File: src/rtl/uart_regif_pkg.sv
package uart_regif_pkg;
  localparam logic [2:0] OFS_DATA = 3'd0;
  localparam logic [2:0] OFS_IER  = 3'd1;
  localparam logic [2:0] OFS_IIR  = 3'd2;
  localparam logic [2:0] OFS_LCR  = 3'd3;
  localparam logic [2:0] OFS_MCR  = 3'd4;
  localparam logic [2:0] OFS_LSR  = 3'd5;
  localparam logic [2:0] OFS_MSR  = 3'd6;
  localparam logic [2:0] OFS_SCR  = 3'd7;

  typedef enum logic [2:0] {
    SRC_NONE = 3'b000,
    SRC_THRE = 3'b001,
    SRC_RXD  = 3'b010,
    SRC_LINE = 3'b011
  } irq_src_e;

  typedef struct packed {
    logic       brk;
    logic       ferr;
    logic       perr;
    logic [7:0] data;
  } rx_entry_t;
endpackage

File: src/rtl/uart_regif_fifo.sv
module uart_regif_fifo #(
  parameter int WIDTH = 8,
  parameter int DEPTH = 16
) (
  input  logic             clk,
  input  logic             rst_n,
  input  logic             flush,
  input  logic             push,
  input  logic [WIDTH-1:0] wdata,
  input  logic             pop,
  output logic [WIDTH-1:0] rdata,
  output logic             empty,
  output logic             full,
  output logic             push_ok,
  output logic             pop_ok
);
  localparam int AW = (DEPTH > 1) ? $clog2(DEPTH) : 1;
  localparam int CW = $clog2(DEPTH + 1);

  logic [WIDTH-1:0] mem [DEPTH];
  logic [AW-1:0] wr_q, wr_d, rd_q, rd_d;
  logic [CW-1:0] cnt_q, cnt_d;

  assign empty   = (cnt_q == '0);
  assign full    = (cnt_q == CW'(DEPTH));
  assign pop_ok  = pop && !empty && !flush;
  assign push_ok = push && (!full || pop_ok) && !flush;
  assign rdata   = mem[rd_q];

  always_comb begin
    wr_d  = wr_q;
    rd_d  = rd_q;
    cnt_d = cnt_q;
    if (flush) begin
      wr_d  = '0;
      rd_d  = '0;
      cnt_d = '0;
    end else begin
      if (push_ok) wr_d = (wr_q == AW'(DEPTH - 1)) ? '0 : wr_q + 1'b1;
      if (pop_ok)  rd_d = (rd_q == AW'(DEPTH - 1)) ? '0 : rd_q + 1'b1;
      cnt_d = cnt_q + CW'(push_ok) - CW'(pop_ok);
    end
  end

  always_ff @(posedge clk or negedge rst_n) begin
    if (!rst_n) begin
      wr_q  <= '0;
      rd_q  <= '0;
      cnt_q <= '0;
    end else begin
      wr_q  <= wr_d;
      rd_q  <= rd_d;
      cnt_q <= cnt_d;
    end
  end

  always_ff @(posedge clk) begin
    if (push_ok) mem[wr_q] <= wdata;
  end
endmodule

File: src/rtl/uart_regif_irq.sv
module uart_regif_irq
  import uart_regif_pkg::*;
(
  input  logic [2:0] enable,
  input  logic       line_pend,
  input  logic       rxd_pend,
  input  logic       thre_pend,
  output irq_src_e   src,
  output logic       irq
);
  always_comb begin
    if (enable[2] && line_pend)      src = SRC_LINE;
    else if (enable[0] && rxd_pend)  src = SRC_RXD;
    else if (enable[1] && thre_pend) src = SRC_THRE;
    else                             src = SRC_NONE;
  end
  assign irq = (src != SRC_NONE);
endmodule

File: src/rtl/uart_regif.sv
module uart_regif
  import uart_regif_pkg::*;
#(
  parameter int FIFO_DEPTH = 16
) (
  input  logic        clk,
  input  logic        rst_n,
  input  logic        rd_en,
  input  logic        wr_en,
  input  logic [2:0]  addr,
  input  logic [7:0]  wdata,
  output logic [7:0]  rdata,
  output logic [7:0]  tx_data,
  output logic        tx_valid,
  input  logic        tx_ready,
  input  logic        tx_idle,
  input  logic [7:0]  rx_data,
  input  logic        rx_perr,
  input  logic        rx_ferr,
  input  logic        rx_brk,
  input  logic        rx_valid,
  output logic        irq,
  output logic [15:0] divisor,
  output logic [4:0]  modem_ctrl
);
  localparam int CW = $clog2(FIFO_DEPTH + 1);
  localparam int EW = $bits(rx_entry_t);

  // reset: asserted asynchronously, released on the clock
  logic rst_s1, rst_q;
  always_ff @(posedge clk or negedge rst_n) begin
    if (!rst_n) begin
      rst_s1 <= 1'b0;
      rst_q  <= 1'b0;
    end else begin
      rst_s1 <= 1'b1;
      rst_q  <= rst_s1;
    end
  end

  logic [7:0] lcr_q, lcr_d, scr_q, scr_d, dll_q, dll_d, dlm_q, dlm_d;
  logic [4:0] mcr_q, mcr_d;
  logic [3:0] ier_q, ier_d;
  logic       oe_q, oe_d;
  logic [CW-1:0] errcnt_q, errcnt_d;

  logic dlab;
  logic tx_push, tx_pop, tx_flush, tx_empty, tx_full, tx_push_ok, tx_pop_ok;
  logic rx_push, rx_pop, rx_flush, rx_empty, rx_full, rx_push_ok, rx_pop_ok;
  logic fcr_wr, lsr_rd, oe_set, head_err, in_err;
  rx_entry_t rx_in, rx_head;
  logic [7:0] lsr;
  irq_src_e   src;

  assign dlab     = lcr_q[7];
  assign tx_push  = wr_en && (addr == OFS_DATA) && !dlab;
  assign rx_pop   = rd_en && (addr == OFS_DATA) && !dlab;
  assign fcr_wr   = wr_en && (addr == OFS_IIR);
  assign rx_flush = fcr_wr && wdata[1];
  assign tx_flush = fcr_wr && wdata[2];
  assign lsr_rd   = rd_en && (addr == OFS_LSR);
  assign tx_pop   = tx_valid && tx_ready;
  assign rx_push  = rx_valid;
  assign rx_in    = '{brk: rx_brk, ferr: rx_ferr, perr: rx_perr, data: rx_data};

  uart_regif_fifo #(.WIDTH(8), .DEPTH(FIFO_DEPTH)) u_txq (
    .clk(clk), .rst_n(rst_q), .flush(tx_flush),
    .push(tx_push), .wdata(wdata), .pop(tx_pop), .rdata(tx_data),
    .empty(tx_empty), .full(tx_full), .push_ok(tx_push_ok), .pop_ok(tx_pop_ok)
  );

  uart_regif_fifo #(.WIDTH(EW), .DEPTH(FIFO_DEPTH)) u_rxq (
    .clk(clk), .rst_n(rst_q), .flush(rx_flush),
    .push(rx_push), .wdata(rx_in), .pop(rx_pop), .rdata(rx_head),
    .empty(rx_empty), .full(rx_full), .push_ok(rx_push_ok), .pop_ok(rx_pop_ok)
  );

  assign tx_valid = !tx_empty;
  assign in_err   = rx_perr || rx_ferr || rx_brk;
  assign head_err = !rx_empty && (rx_head.perr || rx_head.ferr || rx_head.brk);
  assign oe_set   = rx_valid && rx_full && !rx_pop_ok && !rx_flush;

  assign lsr = {(errcnt_q != '0), tx_empty && tx_idle, tx_empty,
                !rx_empty && rx_head.brk, !rx_empty && rx_head.ferr,
                !rx_empty && rx_head.perr, oe_q, !rx_empty};

  uart_regif_irq u_irq (
    .enable(ier_q[2:0]), .line_pend(oe_q || head_err),
    .rxd_pend(!rx_empty), .thre_pend(tx_empty), .src(src), .irq(irq)
  );

  // next-state of the software registers
  always_comb begin
    lcr_d = lcr_q;
    scr_d = scr_q;
    dll_d = dll_q;
    dlm_d = dlm_q;
    mcr_d = mcr_q;
    ier_d = ier_q;
    if (wr_en) begin
      case (addr)
        OFS_DATA: if (dlab) dll_d = wdata;
        OFS_IER:  if (dlab) dlm_d = wdata; else ier_d = wdata[3:0];
        OFS_LCR:  lcr_d = wdata;
        OFS_MCR:  mcr_d = wdata[4:0];
        OFS_SCR:  scr_d = wdata;
        default:  ;
      endcase
    end
    oe_d = oe_set || (oe_q && !lsr_rd);
    if (rx_flush) errcnt_d = '0;
    else          errcnt_d = errcnt_q + CW'(rx_push_ok && in_err)
                                      - CW'(rx_pop_ok && head_err);
  end

  always_ff @(posedge clk or negedge rst_q) begin
    if (!rst_q) begin
      lcr_q    <= '0;
      scr_q    <= '0;
      dll_q    <= '0;
      dlm_q    <= '0;
      mcr_q    <= '0;
      ier_q    <= '0;
      oe_q     <= 1'b0;
      errcnt_q <= '0;
    end else begin
      lcr_q    <= lcr_d;
      scr_q    <= scr_d;
      dll_q    <= dll_d;
      dlm_q    <= dlm_d;
      mcr_q    <= mcr_d;
      ier_q    <= ier_d;
      oe_q     <= oe_d;
      errcnt_q <= errcnt_d;
    end
  end

  always_comb begin
    case (addr)
      OFS_DATA: rdata = dlab ? dll_q : (rx_empty ? 8'h00 : rx_head.data);
      OFS_IER:  rdata = dlab ? dlm_q : {4'b0000, ier_q};
      OFS_IIR:  rdata = {4'b1100, src, !irq};
      OFS_LCR:  rdata = lcr_q;
      OFS_MCR:  rdata = {3'b000, mcr_q};
      OFS_LSR:  rdata = lsr;
      OFS_MSR:  rdata = 8'h00;
      default:  rdata = scr_q;
    endcase
  end

  assign divisor    = {dlm_q, dll_q};
  assign modem_ctrl = mcr_q;
endmodule

File: config.mk
export PLATFORM = sky130hd
export DESIGN_NAME = uart_regif
export DESIGN_NICKNAME = d
export VERILOG_FILES = /design/src/rtl/uart_regif_pkg.sv /design/src/rtl/uart_regif_fifo.sv /design/src/rtl/uart_regif_irq.sv /design/src/rtl/uart_regif.sv
export SDC_FILE = /design/constraint.sdc
export NUM_CORES = 1
export LEC_CHECK = 0
export BUFFER_PORTS_ARGS = -buffer_cell sky130_fd_sc_hd__buf_2
export CORE_MARGIN = 8
export CORE_UTILIZATION = 42
export CTS_BUF_LIST = sky130_fd_sc_hd__clkbuf_16
export DETAILED_ROUTE_END_ITERATION = 10
export HOLD_SLACK_MARGIN = 0.03
export PLACE_DENSITY_LB_ADDON = 0.05
export SLEW_MARGIN = 20
export SYNTH_ARGS = -nofsm -noshare
export SYNTH_HDL_FRONTEND = slang
export SYNTH_SLANG_ARGS = --single-unit
File: constraint.sdc
create_clock -name clk -period 2.09 [get_ports clk]
set_input_delay 0.1045 -clock clk [delete_from_list [all_inputs] [get_ports clk]]
set_output_delay 0.1045 -clock clk [all_outputs]
set_load 0.03 [all_outputs]
### Word-level counts from Yosys, hierarchy flattened

Memories as Yosys holds them, arrays and structs flattened.
Cells that the tools add are included.

* flip-flop bits (word level): 75
* RAM bits: 304
* input port bits: 29
* logic and storage cells: 132
* memories: 2

Memories
* u_rxq.mem: words 16, bits a word 11, read ports 1, clocked after Yosys merged registers in 0, write ports 1, line uart_regif_fifo.sv:20 `logic [WIDTH-1:0] mem [DEPTH];`
* u_txq.mem: words 16, bits a word 8, read ports 1, clocked after Yosys merged registers in 0, write ports 1, line uart_regif_fifo.sv:20

* $add $sub $neg: 10
* eq/ne operators: 13
* multiplexer cells: 26
* bitwise gates (word level): 1
* reduce and logical (&&, ||, !) cells: 64

Operator list (number)
* 8-bit one-hot mux with 7 select lines: 1
* 4-bit 2-to-1 mux: 12
* 1-bit logical AND: 31
* 8-bit 2-to-1 mux: 3
* 4-bit by 1-bit adder with 4-bit output, second input constant: 4
* 4-bit equality test, second input constant: 4
* 5-bit by 1-bit adder with 5-bit output: 3
* 5-bit 2-to-1 mux: 3
* 5-bit by 1-bit subtractor with 5-bit output: 3
* 3-bit equality test, second input constant: 4
* 5-bit equality test, second input constant: 2
* 1-bit zero test: 10
* 5-bit zero test: 2
* 3-bit AND reduction: 3
* 1-bit logical OR: 8
* 2-bit nonzero test: 4
* 3-bit by 2-bit equality test with 1-bit output, second input constant: 2
* 3-bit 2-to-1 mux: 2
* 2-bit AND reduction: 3
* 1-bit 2-to-1 mux: 5
* 5-bit nonzero test: 1
* 3-bit by 1-bit equality test with 1-bit output, second input constant: 1
* 3-bit zero test: 1
* 3-bit nonzero test: 1
* 1-bit NOT: 1

### Logic depth before layout (Yosys ltp)

* depth after elaboration: 12
* mapped depth: 18
* gate-level depth less buffers: 16

### Modules after synthesis

Synthesis repeated with hierarchy kept, for this count alone.

* cell total of the unflattened synthesis: 1021
* area total of the unflattened synthesis: 16500.8 µm²

By module, submodules not included
* uart_regif_fifo (u_rxq): times used 1, cells each 432, area each 7850.0 µm², seq. area each 5610.4 µm²
* uart_regif_fifo (u_txq): times used 1, cells each 345, area each 5943.2 µm², seq. area each 4169.0 µm²
* uart_regif: times used 1, cells each 236, area each 2660.1 µm², seq. area each 1226.2 µm²
* uart_regif_irq: times used 1, cells each 8, area each 47.5 µm², seq. area each 0.0 µm²

### Worst setup path after synthesis

No wires, ideal clock.

* path type: flip-flop to flip-flop
* start point: reg u_rxq.cnt_q[3]
* end point: reg u_rxq.cnt_q[4]
* setup time: 78 ps
* arrival: 3406 ps
* setup slack: -1394 ps
* stages on the path, launching flop included: 17
* clock period less this slack: 3484 ps
* cell sequence: dfrtp_1 -> inv_1 -> ha_1 -> or4b_2 -> clkbuf_1 -> and2_1 -> buf_2 -> nand2_1 -> inv_1 -> ha_1 -> inv_1 -> ha_1 -> fa_1 -> a21oi_1 -> nor2_1 -> or3_1 -> a21oi_1

* longest elaborated chain between the ends: 10
* elaborated cells on any way between the ends: 12
* those cells by class: add/sub (2); eq/ne (1); mux (1); reduce/logical (8)

Ends and longest elaborated chain
* from (decl): line uart_regif_fifo.sv:22 `logic [CW-1:0] cnt_q, cnt_d;`
* from (signal assigned): line uart_regif_fifo.sv:53 `cnt_q <= cnt_d;`
* 5-bit zero test: line uart_regif_fifo.sv:24 `assign empty = (cnt_q == '0);`
* 1-bit zero test: line uart_regif_fifo.sv:26 `assign pop_ok = pop && !empty && !flush;`
* 1-bit logical AND (2 in series): line uart_regif_fifo.sv:26
* 1-bit logical OR: line uart_regif_fifo.sv:27 `assign push_ok = push && (!full || pop_ok) && !flush;`
* 1-bit logical AND (2 in series): line uart_regif_fifo.sv:27
* 5-bit by 1-bit adder with 5-bit output: line uart_regif_fifo.sv:41 `cnt_d = cnt_q + CW'(push_ok) - CW'(pop_ok);`
* 5-bit by 1-bit subtractor with 5-bit output *: line uart_regif_fifo.sv:41
* 5-bit 2-to-1 mux *: line uart_regif_fifo.sv:34 `if (flush) begin`
* named net u_rxq.cnt_d[4]: line uart_regif_fifo.sv:22

Mark *: on every way through the listed nets, which the timed path passes. The rest lies on a longest branch.
A chain may end at the register's enable or synchronous reset.

### Worst setup path in the final report

* start point: reg u_rxq.rd_q[1]
* end point: out rdata[0]

* longest elaborated chain between the ends: 10
* elaborated cells on any way between the ends: 12
* those cells by class: mux (4); reduce/logical (7); memory (1)

Ends and longest elaborated chain
* from (decl): line uart_regif_fifo.sv:21 `logic [AW-1:0] wr_q, wr_d, rd_q, rd_d;`
* from (signal assigned): line uart_regif_fifo.sv:52 `rd_q <= rd_d;`
* memory 16 x 11 bit *
* 1-bit logical OR (2 in series): line uart_regif.sv:80 `assign head_err = !rx_empty && (rx_head.perr || rx_head.ferr || rx_head.brk);`
* 1-bit logical AND: line uart_regif.sv:80
* 1-bit logical OR: line uart_regif.sv:88 `.enable(ier_q[2:0]), .line_pend(oe_q || head_err),`
* 1-bit logical AND: line uart_regif_irq.sv:12 `if (enable[2] && line_pend) src = SRC_LINE;`
* 3-bit 2-to-1 mux: line uart_regif_irq.sv:12
* 3-bit nonzero test: line uart_regif_irq.sv:17 `assign irq = (src != SRC_NONE);`
* 1-bit zero test: line uart_regif.sv:142 `OFS_IIR: rdata = {4'b1100, src, !irq};`
* 8-bit one-hot mux with 7 select lines *: line uart_regif.sv:139 `case (addr)`
* to (decl): line uart_regif.sv:12 `output logic [7:0] rdata,`

Every way passes the cells marked *; elsewhere a longest branch is shown, timed or not.

==> results.toml <==
[status]
status = "finished with violations"
violations = "setup timing"

[logic_synthesis]
yosys.area_share.simple_pct = 5.705
postSynthCellCount = 974
synthXorXnorAreaFrac_pct = 0.7112
ys.flop_type = "edfxtp_1"
synth_fa_ha_area_share_pct = 2.564
yosysUniqueCellTypes = 58
async_flop_share_pct = 19.79
ys_ff_latch = 379
avgSynthCellArea_sq_um = 16.44
yosysWarningCount = 0
ys_top_cells_by_count = "304 x edfxtp_1, 75 x dfrtp_1, 70 x nor2_1"
synth_nets = 1034
ys_seq_area_share_pct = 68.75
synth_top_family_by_area = "multiplexers"
synth_edf_count = 304
synth.mux.area_fraction_pct = 15.19
yosysMostFrequentCell = "edfxtp_1"
synth_area_sq_um = 16010
synth_compound_area_share_pct = 5.041
synth.area.top_cells = "edfxtp_1 57%, dfrtp_1 12%, mux4_2 8.6%"
netlist.area_leader.share_pct = 57.02
yosys.area.top_type = "edfxtp_1"

[sta]
skew_ns = 0.01809
fin_crit_sh_pct = 155.0
period_minus_slack_ns = 3.240
layout_setup_ws_ns = -1.150
slew_viol_final = 0
fmax_ghz = 0.3087
rsz0062_at_grt = "true"
fin_tns_setup_ns = -28.78
slew_headroom_pct = 61.07
finalSetupViolCount = 208
hold_viol = 0
worst_pin_slew_ns = 0.5839

[detailed_routing]
dr.pass1.iters = 6
drc = 0
routed_wl_mm = 40.66
routedWlPerCell_um = 22.94
vias = 9425
avgViaCountPerCell = 5.319
antenna_left = 0
drt-initial-drc-count = 459

[setup_path]
reg2reg_from = "u_rxq.rd_q[0]$_DFFE_PN0P_"
start_kind = "flop"
crit_chain = "buf_12 -> mux4_2 -> a22oi_2 -> nand3_2 -> buf_6 -> or4b_4 -> a21o_4 -> o21ai_4 -> buf_6"
critPathTopFamily = "simple AND/OR/NAND/NOR gates"
crit_fanout = 5
crit_top_cell = "buf_6"
cp.buffers_inverters = 3
cp.arrival_ns = 3.14
startpoint = "u_rxq.rd_q[1]$_DFFE_PN0P_"
end_kind = "primary output"
worst-setup-path-type = "reg -> out"
cpPeakStageDelay_ns = 0.55
required_ns = 1.99
cpMaxStageDelayCell = "or4b_4"

[pwr]
combinationalPowerShare_pct = 37.6
peakVddDrop_v = 0.0007157
power_frac_clock_pct = 25.6
power_density_nw_per_um2 = 1246
p_leak_uw = 0.007624
intPower_uw = 17820
p_seq_share_pct = 36.9
p_switching_uw = 8503
switching_share_pct = 32.31

[cells_and_area]
insertedDiodeCount = 0
syn2layout_area_growth_pct = 31.99
stdcell_area_sq_um = 21130
drive_above_1_share_pct = 43.46
finalNetCount = 1291
fin_util_pct = 56.23

[floorplan]
start_util_pct = 42.60
core_area_sq_um = 37580
io-pin-count = 68
rows = 71
dieArea_sq_um = 44620
fp.dieH_um = 211.2
die_x_um = 211.2

[global_routing]
gr-usage-met2_pct = 31.73
grt_use_met3_pct = 2.656
grtUsageMet1_pct = 23.68
grt_usage_pct = 18.48
grt_pass1_vias = 9887
overflow = 0
antenna_found_initial = 0
grt_max_degree = 29
busiest_layer = "met2"
grt_pass1_wl_mm = 61.87

[place]
hpwl_mm = 26.74
dp_worst_setup_slack_ns = -1.040
placed_cell_area_sq_um = 18570
io_buffers = 67
gp_congestion = 0.7663

[clock_tree]
clockRootBuffer = "clkbuf_16"
path_clk_slew_ns = 0.06
clock_latency_ns = 0.55
cts_tree = "yes"
cts_max_path_buffers = 3
cts_made_buffers = 41
htreeDepth = 2
clkSinkCount = 379

[job]
drv_cap = 0

[min_path]
hold_start = "wdata[7]"
min_path_type = "in -> reg"
[registers in the layout, indices dropped and copies added (netlist names), 4 cells and up]
register,count
lcr_q,8
u_txq.rd_q,4
u_txq.cnt_q,5
u_rxq.mem,176
errcnt_q,5
ier_q,4
u_txq.mem,128
u_txq.wr_q,4
u_rxq.rd_q,4
u_rxq.wr_q,4
u_rxq.cnt_q,5
dlm_q,8
scr_q,8
modem_ctrl,5
dll_q,8
[cell families (layout without fill, tap and decap cells)]
kind of cell,Yosys count,after routing
AO/OA/AOI/OAI,124,124
buffers and inverters,76,363
adder cells (fa/ha/maj),31,31
AND/OR/NAND/NOR,196,196
other,1,1
XOR/XNOR,13,13
flip-flops,379,379
multiplexers,154,154
[power groups by stage]
| stage | logic (uW) | clock network [uW] | registers [uW] |
|---|---|---|---|
| after floorplan | 5290 | 0 | 9790 |
| after global placement | 8250 | 0 | 9820 |
| after detailed placement | 8270 | 0 | 9830 |
| after CTS | 9550 | 6930 | 9690 |
| after global routing | 10700 | 7180 | 9810 |
| final | 9890 | 6720 | 9710 |
[worst paths after layout]
path / end / slack (ns) / cells after the start
worst max-delay path: rdata[0] / -1.15 / 9
worst min-delay path: u_txq.mem[8][7]$_DFFE_PP_ / 0.05 / 1
worst max register to register: errcnt_q[4]$_DFF_PN0_ / -1.07 / 16
worst min register to register: u_txq.cnt_q[4]$_DFF_PN0_ / 0.28 / 0
max in group asynchronous: u_rxq.wr_q[0]$_DFFE_PN0P_ / 1.17 / 1
min in group asynchronous: u_txq.cnt_q[4]$_DFF_PN0_ / 0.28 / 0
[area by class of cell]
type	count	area, sq um
fill	3022	16450
sequential	379	11010
multi-input combinational	519	5534
timing repair buffer	264	2589
clock buffer	42	1051
tap	511	639.4
clock inverter	31	193.9
inverter	26	110.1
[what timing repair did]
action | in CTS | in global routing
buffers inserted | 24 | 18
hold buffers | 17 | 0
endpoints found under the setup margin | 228 | 311
hold endpoints to repair | 182 | 0
pin swaps | 32 | 29
gates cloned | 2 | 0
resized for setup | 108 | 87
[stage by stage]
step | std cells | total power (uW) | hold WS [ns]
floorplan | 974 | 15080 | -0.1911
finish | 1772 | 26320 | 0.05119
detailed placement | 1643 | 18100 | -0.1044
global route | 1772 | 27640 | 0.04948
CTS | 1759 | 26170 | 0.04124
global placement | 1643 | 18060 | -0.1092
[routing by layer]
metal  wire [um]  share of wire, %  up-vias
met2       20500                50      158
met5           0                 0        -
li1            -                 -     4326
met1       17390                43     4878
met4        1280               3.1        0
met3        1488               3.7       63
[placed cells by master, fill, tap and decap left out, drive strengths merged, types with 4 or more instances in the layout]
master	Yosys	final
and2	5	5
clkbuf	30	42
a22o	4	4
dlygate4sd3	0	17
nand2b	8	8
clkinv	0	20
or3	4	4
a21o	6	6
nor2b	10	10
mux2i	40	40
mux4	65	65
ha	28	28
nor2	70	70
xnor2	5	5
dfrtp	75	75
a22oi	14	14
nand2	53	53
inv	26	33
buf	20	247
o31ai	6	6
a21oi	27	27
a31oi	6	6
xor2	8	8
nor3	11	11
o21ai	31	31
edfxtp	304	304
mux2	49	49
a221oi	14	14
nand3	18	18
Note: power is estimated with default switching activity, not from simulation.
